$ cat src/rtl/wdog_pkg.sv
package wdog_pkg;

    typedef struct packed {
        logic [3:0] period;
        logic       irq_en;
        logic       rst_en;
    } wd_cfg_t;

    typedef enum logic [1:0] {
        ACT_NONE,
        ACT_IRQ,
        ACT_RESET,
        ACT_IRQ_ARM
    } wd_act_e;

    function automatic wd_act_e decode_action(input logic irq_en, input logic rst_en);
        case ({irq_en, rst_en})
            2'b10:   return ACT_IRQ;
            2'b01:   return ACT_RESET;
            2'b11:   return ACT_IRQ_ARM;
            default: return ACT_NONE;
        endcase
    endfunction

endpackage

$ cat src/rtl/wdog_cfg_guard.sv
module wdog_cfg_guard
    import wdog_pkg::*;
#(
    parameter int WINDOW = 4
) (
    input  logic    clk,
    input  logic    rst,
    input  logic    unlock,
    input  logic    cfg_we,
    input  wd_cfg_t wr_cfg,
    input  logic    hw_irq_off,
    output wd_cfg_t cfg,
    output logic    win_open
);
    localparam int WW = $clog2(WINDOW + 1);

    logic [WW-1:0] win_q;
    wd_cfg_t       cfg_d;

    assign win_open = (win_q != '0);

    always_ff @(posedge clk) begin
        if (rst)
            win_q <= '0;
        else if (unlock)
            win_q <= WW'(WINDOW);
        else if (cfg_we || !win_open)
            win_q <= '0;
        else
            win_q <= win_q - 1'b1;
    end

    always_comb begin
        cfg_d = cfg;
        if (cfg_we) begin
            cfg_d.irq_en = wr_cfg.irq_en;
            if (wr_cfg.rst_en)
                cfg_d.rst_en = 1'b1;
            else if (win_open)
                cfg_d.rst_en = 1'b0;
            if (win_open)
                cfg_d.period = wr_cfg.period;
        end
        if (hw_irq_off)
            cfg_d.irq_en = 1'b0;
    end

    always_ff @(posedge clk) begin
        if (rst)
            cfg <= '0;
        else
            cfg <= cfg_d;
    end
endmodule

$ cat src/rtl/wdog_tick_counter.sv
module wdog_tick_counter #(
    parameter int BASE_LOG2 = 11,
    parameter int MAX_CODE  = 9,
    localparam int CW       = BASE_LOG2 + MAX_CODE
) (
    input  logic          clk,
    input  logic          rst,
    input  logic          run,
    input  logic          tick,
    input  logic          kick,
    input  logic [3:0]    period,
    output logic [CW-1:0] cnt,
    output logic          tmo
);
    logic [3:0]    code_eff;
    logic [CW-1:0] limit_m1;

    assign code_eff = (period > 4'(MAX_CODE)) ? 4'(MAX_CODE) : period;
    assign limit_m1 = (CW'(1) << (BASE_LOG2 + int'(code_eff))) - CW'(1);
    assign tmo      = run && tick && !kick && (cnt >= limit_m1);

    always_ff @(posedge clk) begin
        if (rst)
            cnt <= '0;
        else if (!run || kick || tmo)
            cnt <= '0;
        else if (tick)
            cnt <= cnt + 1'b1;
    end
endmodule

$ cat src/rtl/wdog_responder.sv
module wdog_responder
    import wdog_pkg::*;
(
    input  logic clk,
    input  logic rst,
    input  logic tmo,
    input  logic irq_en,
    input  logic rst_en,
    input  logic flag_clr,
    input  logic irq_ack,
    output logic irq_flag,
    output logic sys_rst_pulse,
    output logic hw_irq_off
);
    wd_act_e act;

    assign act        = decode_action(irq_en, rst_en);
    assign hw_irq_off = tmo && (act == ACT_IRQ_ARM);

    always_ff @(posedge clk) begin
        if (rst) begin
            irq_flag      <= 1'b0;
            sys_rst_pulse <= 1'b0;
        end else begin
            sys_rst_pulse <= tmo && (act == ACT_RESET);
            if (tmo && (act == ACT_IRQ || act == ACT_IRQ_ARM))
                irq_flag <= 1'b1;
            else if (flag_clr || irq_ack)
                irq_flag <= 1'b0;
        end
    end
endmodule

$ cat src/rtl/wdog_multimode.sv
module wdog_multimode
    import wdog_pkg::*;
#(
    parameter int BASE_LOG2 = 11,
    parameter int MAX_CODE  = 9,
    parameter int WINDOW    = 4
) (
    input  logic       clk,
    input  logic       rst,
    input  logic       wd_tick,
    input  logic       kick,
    input  logic       unlock,
    input  logic       cfg_we,
    input  logic [3:0] cfg_period,
    input  logic       cfg_irq_en,
    input  logic       cfg_rst_en,
    input  logic       flag_clr,
    input  logic       irq_ack,
    output logic       irq_flag,
    output logic       sys_rst_pulse
);
    localparam int CW = BASE_LOG2 + MAX_CODE;

    wd_cfg_t       wr_cfg;
    wd_cfg_t       cfg_q;
    logic          win_open;
    logic          hw_irq_off;
    logic          tmo;
    logic [CW-1:0] cnt;
    logic          irq_en_q;
    logic          rst_en_q;

    assign wr_cfg   = '{period: cfg_period, irq_en: cfg_irq_en, rst_en: cfg_rst_en};
    assign irq_en_q = cfg_q.irq_en;
    assign rst_en_q = cfg_q.rst_en;

    wdog_cfg_guard #(.WINDOW(WINDOW)) u_guard (
        .clk        (clk),
        .rst        (rst),
        .unlock     (unlock),
        .cfg_we     (cfg_we),
        .wr_cfg     (wr_cfg),
        .hw_irq_off (hw_irq_off),
        .cfg        (cfg_q),
        .win_open   (win_open)
    );

    wdog_tick_counter #(.BASE_LOG2(BASE_LOG2), .MAX_CODE(MAX_CODE)) u_count (
        .clk    (clk),
        .rst    (rst),
        .run    (irq_en_q || rst_en_q),
        .tick   (wd_tick),
        .kick   (kick),
        .period (cfg_q.period),
        .cnt    (cnt),
        .tmo    (tmo)
    );

    wdog_responder u_resp (
        .clk           (clk),
        .rst           (rst),
        .tmo           (tmo),
        .irq_en        (irq_en_q),
        .rst_en        (rst_en_q),
        .flag_clr      (flag_clr),
        .irq_ack       (irq_ack),
        .irq_flag      (irq_flag),
        .sys_rst_pulse (sys_rst_pulse),
        .hw_irq_off    (hw_irq_off)
    );
endmodule

$ cat config.mk
export PLATFORM = sky130hd
export DESIGN_NAME = wdog_multimode
export DESIGN_NICKNAME = d
export VERILOG_FILES = /design/src/rtl/wdog_pkg.sv /design/src/rtl/wdog_cfg_guard.sv /design/src/rtl/wdog_tick_counter.sv /design/src/rtl/wdog_responder.sv /design/src/rtl/wdog_multimode.sv
export SDC_FILE = /design/constraint.sdc
export NUM_CORES = 1
export LEC_CHECK = 0
export BUFFER_PORTS_ARGS = -buffer_cell sky130_fd_sc_hd__buf_2
export CAP_MARGIN = 20
export CORE_MARGIN = 3
export CORE_UTILIZATION = 50
export CTS_CLUSTER_SIZE = 25
export DETAILED_ROUTE_END_ITERATION = 6
export HOLD_SLACK_MARGIN = 0.06
export PLACE_DENSITY = 0.68
export SYNTH_ARGS = -nofsm -noshare
export SYNTH_HDL_FRONTEND = slang
export SYNTH_HIERARCHICAL = 1
export SYNTH_SLANG_ARGS = --single-unit
$ cat constraint.sdc
create_clock -name clk -period 4.16 [get_ports clk]
set_clock_uncertainty 0.2 [all_clocks]
set_input_delay 0.416 -clock clk [delete_from_list [all_inputs] [get_ports clk]]
set_output_delay 0.416 -clock clk [all_outputs]
set_load 0.1 [all_outputs]
==> Word-level counts from Yosys, hierarchy flattened <==
Cells that the tools add are included.
{ "totals": {"register_bits": 31, "out_inout_bits": 2} }
{ "op_classes": {"add_sub_neg": 4, "n_lt_le_gt_ge": 2, "eq_ne": 6, "shift": 1, "n_mux": 8, "reduce_logical": 23} }
{ "ops": {"columns": ["operator", "count"], "rows": [
  ["1-bit by 32-bit << shifter with 20-bit output, first input constant", 1],
  ["20-bit by 1-bit adder with 20-bit output, second input constant", 1],
  ["20-bit >= comparator", 1],
  ["20-bit by 2-bit subtractor with 20-bit output, second input constant", 1],
  ["2-bit equality test, second input constant", 4],
  ["1-bit logical AND", 6],
  ["1-bit logical OR", 6],
  ["3-bit two-way mux", 2],
  ["2-bit one-hot mux with 3 select lines", 1],
  ["4-bit by 4-bit adder with 5-bit output, first input constant", 1],
  ["2-bit by 1-bit equality test with 1-bit output, second input constant", 2],
  ["4-bit greater-than comparator, second input constant", 1],
  ["1-bit two-way mux", 4],
  ["4-bit two-way mux", 1],
  ["2-bit AND reduction", 2],
  ["2-bit nonzero test", 2],
  ["2-bit OR reduction", 2],
  ["1-bit zero test", 3],
  ["3-bit nonzero test", 1],
  ["3-bit OR reduction", 1],
  ["3-bit by 1-bit subtractor with 3-bit output, second input constant", 1]
]} }

==> Depth between registers and ports, before layout <==
Gate-level depths: netlist of run 1.
{ "depth": {"ltp_word": 9, "mapped_depth": 12} }

==> Cells and area by module <==
The synthesis of run 1 kept the hierarchy.
{ "by_module_without_submodules": {"columns": ["module", "instances", "cells_each", "area_each_um2", "seq_area_each_um2"], "rows": [
  ["wdog_tick_counter", 1, 186, 1505.2, 400.4],
  ["wdog_cfg_guard", 1, 43, 401.6, 180.2],
  ["wdog_responder", 1, 8, 72.6, 40.0],
  ["wdog_multimode", 1, 1, 6.3, 0.0]
]} }

==> Worst setup path after synthesis of run 1 <==
No wires, ideal clock.
{ "synth_timing": {"path_kind": "reg2reg", "startpoint": "register u_guard/cfg[5] in the netlist's numbering", "endpoint": "register u_guard/cfg[1] in the netlist's numbering", "arrival_ns": 2.248, "slack_ns": 1.586, "stages_incl_launch_ff": 12, "n_path_buf": 1, "period_less_slack_ns": 2.574, "path_cell_list": "dfxtp_1 -> or2_2 -> nor2_1 -> mux2i_1 -> ha_1 -> nand4_1 -> nor2_1 -> nand4b_1 -> a41oi_1 -> clkbuf_1 -> and3_1 -> nor3_1"} }
{ "synth_via": {"elab_chain_len": 9} }
{ "synth_lines": {"columns": ["element", "line_no", "rtl"], "rows": [
  ["start: declaration", "wdog_cfg_guard.sv:12", "output wd_cfg_t cfg,"],
  ["start signal: assignment", "wdog_cfg_guard.sv:52", "cfg <= cfg_d;"],
  ["4-bit greater-than comparator", "wdog_tick_counter.sv:18", "assign code_eff = (period > 4'(MAX_CODE)) ? 4'(MAX_CODE) : period;"],
  ["4-bit two-way mux *", "wdog_tick_counter.sv:18", null],
  ["4-bit by 4-bit adder with 5-bit output *", "wdog_tick_counter.sv:19", "assign limit_m1 = (CW'(1) << (BASE_LOG2 + int'(code_eff))) - CW'(1);"],
  ["1-bit by 32-bit << shifter with 20-bit output *", "wdog_tick_counter.sv:19", null],
  ["20-bit by 2-bit subtractor with 20-bit output *", "wdog_tick_counter.sv:19", null],
  ["20-bit >= comparator *", "wdog_tick_counter.sv:20", "assign tmo = run && tick && !kick && (cnt >= limit_m1);"],
  ["1-bit logical AND *", "wdog_tick_counter.sv:20", null],
  ["named net tmo", "wdog_multimode.sv:28", "logic tmo;"],
  ["1-bit logical AND *", "wdog_responder.sv:18", "assign hw_irq_off = tmo && (act == ACT_IRQ_ARM);"],
  ["named net hw_irq_off", "wdog_multimode.sv:27", "logic hw_irq_off;"],
  ["2-bit OR reduction (no source line) *", null, null]
]} }
Mark *: on every way through the listed nets, which the timed path passes. The rest lies on a longest branch.
A chain may end at the register's enable or synchronous reset.

==> Final worst setup path of run 1 <==
{ "layout_timing": {"startpoint": "register u_guard/cfg[5] in the netlist's numbering", "endpoint": "register u_count.cnt[17]"} }
{ "layout_via": {"elab_chain_len": 9} }
{ "layout_lines": {"columns": ["element", "line_no", "rtl"], "rows": [
  ["4-bit greater-than comparator", "wdog_tick_counter.sv:18", null],
  ["4-bit two-way mux *", "wdog_tick_counter.sv:18", null],
  ["4-bit by 4-bit adder with 5-bit output *", "wdog_tick_counter.sv:19", null],
  ["1-bit by 32-bit << shifter with 20-bit output *", "wdog_tick_counter.sv:19", null],
  ["20-bit by 2-bit subtractor with 20-bit output *", "wdog_tick_counter.sv:19", null],
  ["20-bit >= comparator *", "wdog_tick_counter.sv:20", null],
  ["1-bit logical AND *", "wdog_tick_counter.sv:20", null],
  ["named net tmo", "wdog_multimode.sv:28", null],
  ["1-bit logical OR *", "wdog_tick_counter.sv:25", "else if (!run || kick || tmo)"],
  ["2-bit OR reduction (no source line) *", null, null],
  ["end signal: assignment", "wdog_tick_counter.sv:28", "cnt <= cnt + 1'b1;"],
  ["end: declaration", "wdog_tick_counter.sv:12", "output logic [CW-1:0] cnt,"]
]} }
Marks and branches as above.

==> results of run 1 <==
-- logic make-up (layout without fill, tap and decap cells) --
logic type      after synthesis  count (layout)  synth area share [%]
flops                        31              31                  31.3
compound gates               33              33                  9.83
xor+xnor                     18              18                  7.94
buf+inv                      24              38                  5.04
mux                           3               3                  1.51
simple gates                103             103                  28.9
other cells                   2               7                 0.378
fa+ha+maj                    24              24                  15.1
-- stage by stage --
| step | util [%] | hold slack, ns | power (mW) | worst slack (ns) |
|---|---|---|---|---|
| after floorplan | - | 0.191 | 0.356 | 1.59 |
| after global placement | 56.3 | 0.202 | 0.368 | 1.33 |
| after detailed placement | 56.3 | 0.206 | 0.370 | 1.30 |
| after CTS | 59.4 | 0.178 | 0.676 | 1.29 |
| after global routing | 59.4 | 0.185 | 0.704 | 1.02 |
| final | 59.4 | 0.185 | 0.669 | 1.31 |
-- flip-flops by register name (all words and copies together) (netlist names) --
register	count
u_resp/sys_rst_pulse	1
u_resp/irq_flag	1
u_guard/cfg	6
u_count/cnt	20
u_guard/win_q	3
-- worst max-delay path by stage --
stage / slack (ns) / end / start
finish: 1.31 / u_count/cnt[17]$_SDFFE_PP0P_ / u_guard/cfg[5]$_SDFFE_PP0P_
global route: 1.02 / u_count/cnt[13]$_SDFFE_PP0P_ / u_guard/cfg[5]$_SDFFE_PP0P_
floorplan: 1.59 / u_guard/cfg[1]$_SDFFE_PP0P_ / u_guard/cfg[5]$_SDFFE_PP0P_
detailed placement: 1.30 / u_count/cnt[14]$_SDFFE_PP0P_ / u_guard/cfg[5]$_SDFFE_PP0P_
CTS: 1.29 / u_count/cnt[17]$_SDFFE_PP0P_ / u_guard/cfg[5]$_SDFFE_PP0P_
global placement: 1.33 / u_count/cnt[17]$_SDFFE_PP0P_ / u_guard/cfg[5]$_SDFFE_PP0P_
-- metal layers --
metal / wire, um / GRT usage (%) / vias up
met4: 92 / 6.94 / 0
met2: 1830 / 27.5 / 21
met3: 137 / 5.25 / 12
li1: - / - / 880
met5: 0 / 0 / -
met1: 1980 / 24.1 / 766
-- cells in the final DEF (no fill, tap or decap), types with 2 or more instances in the layout --
cell	count
sky130_fd_sc_hd__or4_1	2
sky130_fd_sc_hd__buf_2	15
sky130_fd_sc_hd__nand4_1	8
sky130_fd_sc_hd__and3_1	2
sky130_fd_sc_hd__inv_1	14
sky130_fd_sc_hd__and2_1	3
sky130_fd_sc_hd__nor2_1	11
sky130_fd_sc_hd__clkbuf_8	6
sky130_fd_sc_hd__ha_1	24
sky130_fd_sc_hd__nand2b_1	9
sky130_fd_sc_hd__o21ai_0	8
sky130_fd_sc_hd__dfxtp_1	31
sky130_fd_sc_hd__nor3_1	26
sky130_fd_sc_hd__xor2_1	9
sky130_fd_sc_hd__conb_1	7
sky130_fd_sc_hd__xnor2_1	9
sky130_fd_sc_hd__or3_1	2
sky130_fd_sc_hd__nand2_1	19
sky130_fd_sc_hd__o31ai_1	2
sky130_fd_sc_hd__nand4b_1	5
sky130_fd_sc_hd__mux2i_1	3
sky130_fd_sc_hd__nand3_1	4
sky130_fd_sc_hd__a21oi_1	13
-- critical path: stages (launching register included) --
cell and delay [ns]:
sky130_fd_sc_hd__dfxtp_1 0.37, sky130_fd_sc_hd__or2_2 0.36, sky130_fd_sc_hd__nor2_1 0.12, sky130_fd_sc_hd__mux2i_1 0.20, sky130_fd_sc_hd__ha_1 0.13, sky130_fd_sc_hd__nand4_1 0.09, sky130_fd_sc_hd__nor2_1 0.14, sky130_fd_sc_hd__nand4b_1 0.13
sky130_fd_sc_hd__a41oi_2 0.62, sky130_fd_sc_hd__buf_4 0.29, sky130_fd_sc_hd__nor3_1 0.07
-- area by class of cell --
class / instances / area (um^2)
fillers: 352 / 1520
multi-input cells: 188 / 1290
flip-flops and latches: 31 / 621
clock buffers: 6 / 82.6
repair buffers: 16 / 82.6
well taps: 48 / 60.1
inverters: 14 / 52.6
clock inverters: 2 / 35.0
-- power groups by stage --
stage	Sequential [mW]	Clock, mW	Combinational, mW
3_5_place_dp	0.314	0	0.0558
5_1_grt	0.308	0.329	0.0667
2_1_floorplan	0.311	0	0.0449
6_report	0.307	0.305	0.0566
3_3_place_gp	0.314	0	0.0545
4_1_cts	0.307	0.314	0.0559
==> results.md, run 1 <==
- Total CTS buffers: 5
- Global routing usage summed across all routing layers: 18.1%
- Measured slew at the worst slew-check pin: 0.680 ns
- Worst hold path type: input pin to flop
- Power per Cell Area: 301 nW/um^2
- Final setup violation count: 0
- P&R area growth vs syn: 12.0%
- Start of the worst register-to-register path: u_guard/cfg[5]$_SDFFE_PP0P_
- Violation count after the first detailed-route iteration: 71
- Most used standard cell by instance count after synthesis: sky130_fd_sc_hd__dfxtp_1
- Clock share of power: 45.6%
- Placement-stage cell area: 2110 um^2
- Synthesis Warnings: 6
- Cells taking the most area after synthesis: sky130_fd_sc_hd__dfxtp_1, sky130_fd_sc_hd__ha_1, sky130_fd_sc_hd__nor3_1
- Power spent charging and discharging nets: 149 uW
- Half-perimeter wire length of the detailed placement result: 3130 um
- Initial cell density of the core: 53.0%
- Placeable core region: 3740 um^2
- Pin count of the biggest net entering global routing: 21
- Number of levels the H-tree was split into: 2
- Unrepaired setup endpoints after global routing: false
- Number of distinct library cells after synthesis: 46
- Kind of end point of the critical path: flop
- Final min period: 2.85 ns
- Clock transition at the registers of the reported paths: 0.07 ns
- Layout Nets: 294
- Primary FF master, synth: sky130_fd_sc_hd__dfxtp_1
- Most area-hungry cell type in the Yosys netlist: sky130_fd_sc_hd__dfxtp_1
- Source of the worst hold timing path: cfg_rst_en
- # IOs: 16
- Die span in y: 69.0 um
- Share of total power in combinational logic: 8.5%
- Leakage: 0.905 nW
- Max-capacitance violation count: 0
- Arrival time at the worst endpoint: 2.81 ns
- Quantity of hold-fixing buffers added after cts: 0
- Endpoint of the most critical register-to-register path: u_count/cnt[17]$_SDFFE_PP0P_
- Routed wire length: 4030 um
- Flip-flop and latch count after synthesis: 31
- # port buffers: 15
- Wire length per cell after detailed routing: 13.2 um
- Startpoint type of the worst setup path: flop
- Die X: 69.0 um
- Number of antenna violations at the first check in global routing: 0
- Routability congestion estimate: 0.817
- Final count of hold timing violations: 0
- Area of the die: 4760 um^2
- Fraction of the cycle the final worst path needs: 68.6%
- Leading cell types by count after synthesis: sky130_fd_sc_hd__dfxtp_1, sky130_fd_sc_hd__nor3_1, sky130_fd_sc_hd__ha_1
- Part of the total power dissipated in sequential elements: 45.9%
- Max FO, Critical Path: 15
- Register-to-Register Path Depth: 10
- Maximum root-to-sink buffer count: 2
- Gate Count Post-Synth: 238
- Number of enable-type register cells in the synthesized netlist: 0
- Achievable Freq: 350 MHz
- Global-route wire length before repair: 7100 um
- Hold path endpoint: u_guard/cfg[0]$_SDFFE_PP0P_
- CP required: 4.11 ns
- Non-filler instance count after layout: 305
- Clock tree from TritonCTS: built
- Vias/cell: 5.50
- Vias in the first global route: 1608
- Clock latency reported for the late side of the worst-skew pair: 0.29 ns
- Tightest slew margin relative to the limit: 54.7%
- Total iterations of the first detailed-routing run: 4
- Largest vdd supply drop: 0.000191 V
- Standard-cell row count: 22
- Number of placed instances, taps included: 297
- Critical path class: flop to flop
- Fin area: 2220 um^2
- Share of layout cells above drive strength 1: 11.7%
- Share of synthesized flip-flops with an asynchronous set or reset: 0%
- Share of the yosys chip area belonging to registers: 31.3%
- Register-to-Register Setup Slack: 1.31 ns
- Remaining number of nets flagged by the antenna check after routing: 0
- Leftover overflow at the end of global routing: 0
- Avg Inst Size Synth: 8.34 um^2
- Post-CTS sizing: 0
- Worst hold stages: 3
- Outcome: finished clean
- Max Transition Viols Final: 0
- Net Sw Frac: 22.3%
- Setup TNS: 0 ns
- TritonCTS sink count: 31
- Internal Dissipation: 520 uW
- Portion of synthesized cell area occupied by the leading cell type: 31.3%
- Vias: 1679
- Number of design rule violations left after detail routing: 0
- Cell at the root of the clock tree: sky130_fd_sc_hd__clkbuf_8
- Netlist area before placement: 1990 um^2
- Diodes inserted: 0
- Post-CTS Setup Inserts: 0
(Power assumes the default switching activity.)
==> run 2: changes to the inputs <==
==> constraint.sdc (replaced) <==
create_clock -name clk -period 2.9 [get_ports clk]
set_clock_uncertainty 0.2 [all_clocks]
set_input_delay 0.29 -clock clk [delete_from_list [all_inputs] [get_ports clk]]
set_output_delay 0.29 -clock clk [all_outputs]
set_load 0.1 [all_outputs]
==> results.md, run 2 (synthesized netlist as in run 1, its figures left out) <==
- Max FO, Critical Path: 11 (-4)
- Remaining number of nets flagged by the antenna check after routing: 0 (unchanged)
- Largest vdd supply drop: 0.000253 V (+32%)
- # IOs: 16 (unchanged)
- Slowest stage cell, crit path: sky130_fd_sc_hd__dfxtp_1
- Routability congestion estimate: 0.815 (-0.15%)
- Arrival time at the worst endpoint: 2.53 ns (-0.28 ns)
- Measured slew at the worst slew-check pin: 0.768 ns (+0.0880 ns)
- Tightest slew margin relative to the limit: 48.3% (-6.3 points)
- Die X: 69.0 um (unchanged)
- Total iterations of the first detailed-routing run: 4 (unchanged)
- Maximum root-to-sink buffer count: 2 (unchanged)
- Share of layout cells above drive strength 1: 11.3% (-0.39 points)
- Initial cell density of the core: 53.0% (unchanged)
- Cell chain of the critical path: or2_2 -> nor2_1 -> mux2i_1 -> ha_1 -> nand4_1 -> nor2_1 -> nand4b_1 -> a41oi_2 -> buf_4 -> nor3_1
- Vias: 1700 (+1.3%)
- Highest-count cells in the layout ignoring fill and taps: sky130_fd_sc_hd__dfxtp_1, sky130_fd_sc_hd__nor3_1, sky130_fd_sc_hd__ha_1
- Leading cell type in the layout, fill and taps excluded: sky130_fd_sc_hd__dfxtp_1
- Endpoint of the most critical register-to-register path: u_count/cnt[7]$_SDFFE_PP0P_
- Largest stage delay, worst path: 0.38 ns (-0.24 ns)
- Number of antenna violations at the first check in global routing: 0 (unchanged)
- Source of the worst hold timing path: cfg_period[2]
- Setup TNS: 0 ns (unchanged)
- Register-to-Register Path Depth: 10 (unchanged)
- Clock transition at the registers of the reported paths: 0.07 ns (about the same)
- Final setup violation count: 0 (unchanged)
- P&R area growth vs syn: 11.7%
- Die span in y: 69.0 um (unchanged)
- Outcome: finished clean
- Post-CTS sizing: 0 (unchanged)
- Vias/cell: 5.57 (+1.3%)
- Number of placed instances, taps included: 298 (+0.34%)
- Fraction of the cycle the final worst path needs: 89.1% (+21 points)
- Clock latency reported for the late side of the worst-skew pair: 0.28 ns (about the same)
- Layout Nets: 295 (+0.34%)
- Critical path class: flop to flop
- # port buffers: 15 (unchanged)
- Quantity of hold-fixing buffers added after cts: 0 (unchanged)
- Vias in the first global route: 1584 (-1.5%)
- CP required: 2.85 ns (-1.26 ns)
- Total CTS buffers: 5 (unchanged)
- Hold path endpoint: u_guard/cfg[4]$_SDFFE_PP0P_
- Max-capacitance violation count: 0 (unchanged)
- Non-filler instance count after layout: 305 (unchanged)
- Worst hold stages: 3 (unchanged)
- Final min period: 2.58 ns (-0.270 ns)
- Core occupancy in the finished layout: 59.2% (-0.20 points)
- Buffers and inverters on the worst path: 1 (unchanged)
- Post-CTS Setup Inserts: 0 (unchanged)
- Final total power: 933 uW (+40%)
- Cell at the root of the clock tree: sky130_fd_sc_hd__clkbuf_8
- Start of the worst register-to-register path: u_guard/cfg[5]$_SDFFE_PP0P_
- Pin count of the biggest net entering global routing: 21 (unchanged)
- Leakage: 0.901 nW (-0.49%)
- Violation count after the first detailed-route iteration: 50 (-30%)
- Top reg by flops: u_count/cnt
- Regs by FF count: u_count/cnt (20), u_guard/cfg (6), u_guard/win_q (3)
- Diodes inserted: 0 (unchanged)
- Flip-flop count of the largest register, all copies and words added: 20 (unchanged)
- TritonCTS sink count: 31 (unchanged)
- Startpoint type of the worst setup path: flop
- Area of the die: 4760 um^2 (unchanged)
- Leftover overflow at the end of global routing: 0 (unchanged)
- Clock tree from TritonCTS: built
- Routed wire length: 4160 um (+3.2%)
- Global routing usage summed across all routing layers: 18.2% (+0.077 points)
- Worst hold path type: input pin to flop
- Achievable Freq: 387 MHz (+10%)
- Standard-cell row count: 22 (unchanged)
- Global-route wire length before repair: 7150 um (+0.68%)
- Family of cells with the greatest summed delay on the critical path: simple AND/OR/NAND/NOR gates
- Number of levels the H-tree was split into: 2 (unchanged)
- Power per Cell Area: 421 nW/um^2 (+40%)
- Number of design rule violations left after detail routing: 0 (unchanged)
- Register-to-Register Setup Slack: 0.32 ns (-0.99 ns)
- Final count of hold timing violations: 0 (unchanged)
- Max Transition Viols Final: 0 (unchanged)
- Half-perimeter wire length of the detailed placement result: 3110 um (-0.61%)
- Placeable core region: 3740 um^2 (unchanged)
- Wire length per cell after detailed routing: 13.7 um (+3.2%)
- Unrepaired setup endpoints after global routing: false
- Kind of end point of the critical path: flop
- Cell occurring most often along the worst timing path: sky130_fd_sc_hd__nor2_1
-- run 2: how the worst max path moves through the flow --
stage	from	endpoint	slack [ns]	depth (start not counted)
2_1_floorplan	u_guard/cfg[5]$_SDFFE_PP0P_	u_guard/cfg[1]$_SDFFE_PP0P_	0.33	11
3_3_place_gp	u_guard/cfg[5]$_SDFFE_PP0P_	u_count/cnt[9]$_SDFFE_PP0P_	0.42	10
3_5_place_dp	u_guard/cfg[5]$_SDFFE_PP0P_	u_count/cnt[3]$_SDFFE_PP0P_	0.35	10
4_1_cts	u_guard/cfg[5]$_SDFFE_PP0P_	u_count/cnt[7]$_SDFFE_PP0P_	0.34	10
5_1_grt	u_guard/cfg[5]$_SDFFE_PP0P_	u_count/cnt[7]$_SDFFE_PP0P_	0.18	10
6_report	u_guard/cfg[5]$_SDFFE_PP0P_	u_count/cnt[7]$_SDFFE_PP0P_	0.32	10
-- run 2: final cells by class --
class	instances	area, um^2
Clock buffer	6	72.6
Clock inverter	1	30.0
Fill cell	335	1530
Inverter	14	52.6
Multi-Input combinational cell	188	1290
Sequential cell	31	621
Tap cell	48	60.1
Timing Repair Buffer	17	90.1
-- run 2: worst reg2reg max path, delay by kind of cell, from the launching register on --
kind / cells / cell delay (ns)
adder cells (fa/ha/maj): 1 / 0.13
multiplexers: 1 / 0.21
AO/OA/AOI/OAI: 1 / 0.32
flip-flops: 1 / 0.38
AND/OR/NAND/NOR: 6 / 0.97
buffers and inverters: 1 / 0.24
-- run 2: where the power goes --
part | switching [mW] | internal [mW] | leakage, nW
Combinational | 0.0468 | 0.0359 | 0.599
Clock | 0.159 | 0.252 | 0.0513
Sequential | 0.00834 | 0.432 | 0.251
Total | 0.214 | 0.720 | 0.901
-- run 2: metrics by stage --
| stage | setup WS, ns | hold WS [ns] | area (um^2) |
|---|---|---|---|
| finish | 0.315 | 0.0728 | 2220 |
| global route | 0.176 | 0.0803 | 2220 |
| global placement | 0.422 | 0.203 | 2110 |
| floorplan | 0.326 | 0.159 | 2000 |
| detailed placement | 0.347 | 0.216 | 2110 |
| CTS | 0.337 | 0.0643 | 2220 |
-- run 2: metal layers --
layer / track usage, % / routed length, um / share of wire (%)
met2: 28.9 / 1890 / 45
met1: 24.2 / 2060 / 49
met3: 4.37 / 176 / 4.2
met4: 5.86 / 43 / 1.0
met5: 0 / 0 / 0
==> run 3: changes to the inputs <==
==> constraint.sdc (replaced) <==
create_clock -name clk -period 2.8 [get_ports clk]
set_clock_uncertainty 0.2 [all_clocks]
set_input_delay 0.28 -clock clk [delete_from_list [all_inputs] [get_ports clk]]
set_output_delay 0.28 -clock clk [all_outputs]
set_load 0.1 [all_outputs]
==> results.md, run 3 (synthesized netlist as in run 1, its figures left out) <==
- Total CTS buffers: 5 (unchanged)
- Non-filler instance count after layout: 308 (+0.98%)
- Placement-stage cell area: 2120 um^2 (+0.36%)
- Clock latency reported for the late side of the worst-skew pair: 0.28 ns (about the same)
- Critical path class: flop to flop
- Register-to-Register Path Depth: 9 (-1)
- Vias: 1689 (-0.65%)
- Unrepaired setup endpoints after global routing: false
- Start of the worst register-to-register path: u_guard/cfg[4]$_SDFFE_PP0P_
- # port buffers: 15 (unchanged)
- Leading cell type in the layout, fill and taps excluded: sky130_fd_sc_hd__dfxtp_1
- Die X: 69.0 um (unchanged)
- Internal Dissipation: 661 uW (-8.2%)
- Final total power: 874 uW (-6.4%)
- Number of design rule violations left after detail routing: 0 (unchanged)
- Largest vdd supply drop: 0.000305 V (+21%)
- Area of the die: 4760 um^2 (unchanged)
- Standard-cell row count: 22 (unchanged)
- CP required: 2.75 ns (-0.10 ns)
- Violation count after the first detailed-route iteration: 79 (+58%)
- Max Transition Viols Final: 0 (unchanged)
- Pin count of the biggest net entering global routing: 21 (unchanged)
- Number of antenna violations at the first check in global routing: 0 (unchanged)
- Total iterations of the first detailed-routing run: 4 (unchanged)
- Highest-count cells in the layout ignoring fill and taps: sky130_fd_sc_hd__dfxtp_1, sky130_fd_sc_hd__nor3_1, sky130_fd_sc_hd__ha_1
- Register-to-Register Setup Slack: 0.30 ns (-0.02 ns)
- Final count of hold timing violations: 0 (unchanged)
- Outcome: finished clean
- Routability congestion estimate: 0.936 (+15%)
- Worst hold stages: 3 (unchanged)
- Leftover overflow at the end of global routing: 0 (unchanged)
- Max FO, Critical Path: 11 (unchanged)
- Achievable Freq: 400 MHz (+3.4%)
- Wire length per cell after detailed routing: 13.0 um (-4.9%)
- Tightest slew margin relative to the limit: 57.2% (+8.8 points)
- Share of total power in combinational logic: 10.1% (+1.2 points)
- Vias in the first global route: 1549 (-2.2%)
- Die span in y: 69.0 um (unchanged)
- Worst hold path type: input pin to flop
- Power spent charging and discharging nets: 213 uW (-0.14%)
- Kind of end point of the critical path: flop
- Hold path endpoint: u_guard/cfg[3]$_SDFFE_PP0P_
- Clock tree from TritonCTS: built
- Measured slew at the worst slew-check pin: 0.637 ns (-0.131 ns)
- Fraction of the cycle the final worst path needs: 89.3% (+0.18 points)
- Global-route wire length before repair: 6910 um (-3.3%)
- Clock share of power: 37.8% (-6.2 points)
- Post-CTS sizing: 0 (unchanged)
- Endpoint of the most critical register-to-register path: u_count/cnt[8]$_SDFFE_PP0P_
- Post-CTS Setup Inserts: 0 (unchanged)
- Number of placed instances, taps included: 299 (+0.34%)
- # IOs: 16 (unchanged)
- Final WS setup: 0.299 ns (-0.0158 ns)
- Setup TNS: 0 ns (unchanged)
- Final min period: 2.50 ns (-0.0842 ns)
- Source of the worst hold timing path: cfg_period[1]
- Arrival time at the worst endpoint: 2.45 ns (-0.08 ns)
- Cell at the root of the clock tree: sky130_fd_sc_hd__clkbuf_8
- TritonCTS sink count: 31 (unchanged)
- Vias/cell: 5.48 (-1.6%)
- Routed wire length: 4000 um (-4.0%)
- Core occupancy in the finished layout: 59.1% (-0.10 points)
- Remaining number of nets flagged by the antenna check after routing: 0 (unchanged)
- Diodes inserted: 0 (unchanged)
- Flip-flop count of the largest register, all copies and words added: 20 (unchanged)
- Global routing usage summed across all routing layers: 17.5% (-0.65 points)
- Share of layout cells above drive strength 1: 11.5% (+0.25 points)
- Fin area: 2210 um^2 (-0.17%)
- Layout Nets: 297 (+0.68%)
- Final setup violation count: 0 (unchanged)
- Max-capacitance violation count: 0 (unchanged)
- Leakage: 0.902 nW (about the same)
- Net Sw Frac: 24.4% (+1.5 points)
- Part of the total power dissipated in sequential elements: 52.1% (+4.9 points)
- P&R area growth vs syn: 11.5%
- Placeable core region: 3740 um^2 (unchanged)
- Power per Cell Area: 395 nW/um^2 (-6.2%)
- Quantity of hold-fixing buffers added after cts: 1 (+1)
- Initial cell density of the core: 53.0% (unchanged)
- Clock transition at the registers of the reported paths: 0.06 ns (about the same)
- Number of levels the H-tree was split into: 2 (unchanged)
- Post-Place Worst Slack: 0.318 ns (-0.0291 ns)
- WHS: 0.0817 ns (+0.00883 ns)
- Startpoint type of the worst setup path: flop
- Top reg by flops: u_count/cnt
- Half-perimeter wire length of the detailed placement result: 3080 um (-1.2%)
- Regs by FF count: u_count/cnt (20), u_guard/cfg (6), u_guard/win_q (3)
- Maximum root-to-sink buffer count: 2 (unchanged)
## run 3: cell type report
| class | instances | area [um^2] |
|---|---|---|
| fillers | 371 | 1530 |
| flip-flops and latches | 31 | 621 |
| clock inverters | 1 | 5.00 |
| repair buffers | 19 | 108 |
| multi-input cells | 188 | 1290 |
| well taps | 48 | 60.1 |
| inverters | 14 | 52.6 |
| clock buffers | 7 | 76.3 |
## run 3: power by group through the flow
stage                     Clock (mW)  Combinational (mW)  Sequential (mW)
after global routing           0.363               0.102            0.456
after CTS                      0.343              0.0876            0.455
after detailed placement           0              0.0859            0.465
after floorplan                    0              0.0668            0.462
final                          0.331              0.0885            0.455
after global placement             0              0.0840            0.465
## run 3: worst max-delay path by stage
stage                                start                     endpoint  slack, ns  cells after the start
6_report       u_guard/cfg[4]$_SDFFE_PP0P_  u_count/cnt[8]$_SDFFE_PP0P_       0.30                      9
5_1_grt        u_guard/cfg[4]$_SDFFE_PP0P_  u_count/cnt[9]$_SDFFE_PP0P_       0.12                     10
4_1_cts        u_guard/cfg[4]$_SDFFE_PP0P_  u_count/cnt[8]$_SDFFE_PP0P_       0.31                     10
3_5_place_dp   u_guard/cfg[4]$_SDFFE_PP0P_  u_count/cnt[0]$_SDFFE_PP0P_       0.32                     10
3_3_place_gp   u_guard/cfg[4]$_SDFFE_PP0P_  u_count/cnt[9]$_SDFFE_PP0P_       0.35                     10
2_1_floorplan  u_guard/cfg[5]$_SDFFE_PP0P_  u_guard/cfg[1]$_SDFFE_PP0P_       0.23                     11
## run 3: worst max-delay path, cell delays in order, from the launching register on
cell	delay (ns)
sky130_fd_sc_hd__dfxtp_1	0.35
sky130_fd_sc_hd__or2_2	0.33
sky130_fd_sc_hd__nor3_1	0.21
sky130_fd_sc_hd__ha_1	0.20
sky130_fd_sc_hd__nand4_1	0.13
sky130_fd_sc_hd__nor3_1	0.19
sky130_fd_sc_hd__nand4b_1	0.14
sky130_fd_sc_hd__a41oi_2	0.31
sky130_fd_sc_hd__buf_4	0.24
sky130_fd_sc_hd__nor3_1	0.07
## run 3: routing by layer
metal / vias up / global-route usage [%] / routed length (um)
met3: 4 / 3.94 / 118
met2: 24 / 28.3 / 1820
met4: 0 / 5.86 / 40
met5: - / 0 / 0
met1: 774 / 23.1 / 2020
li1: 887 / - / -
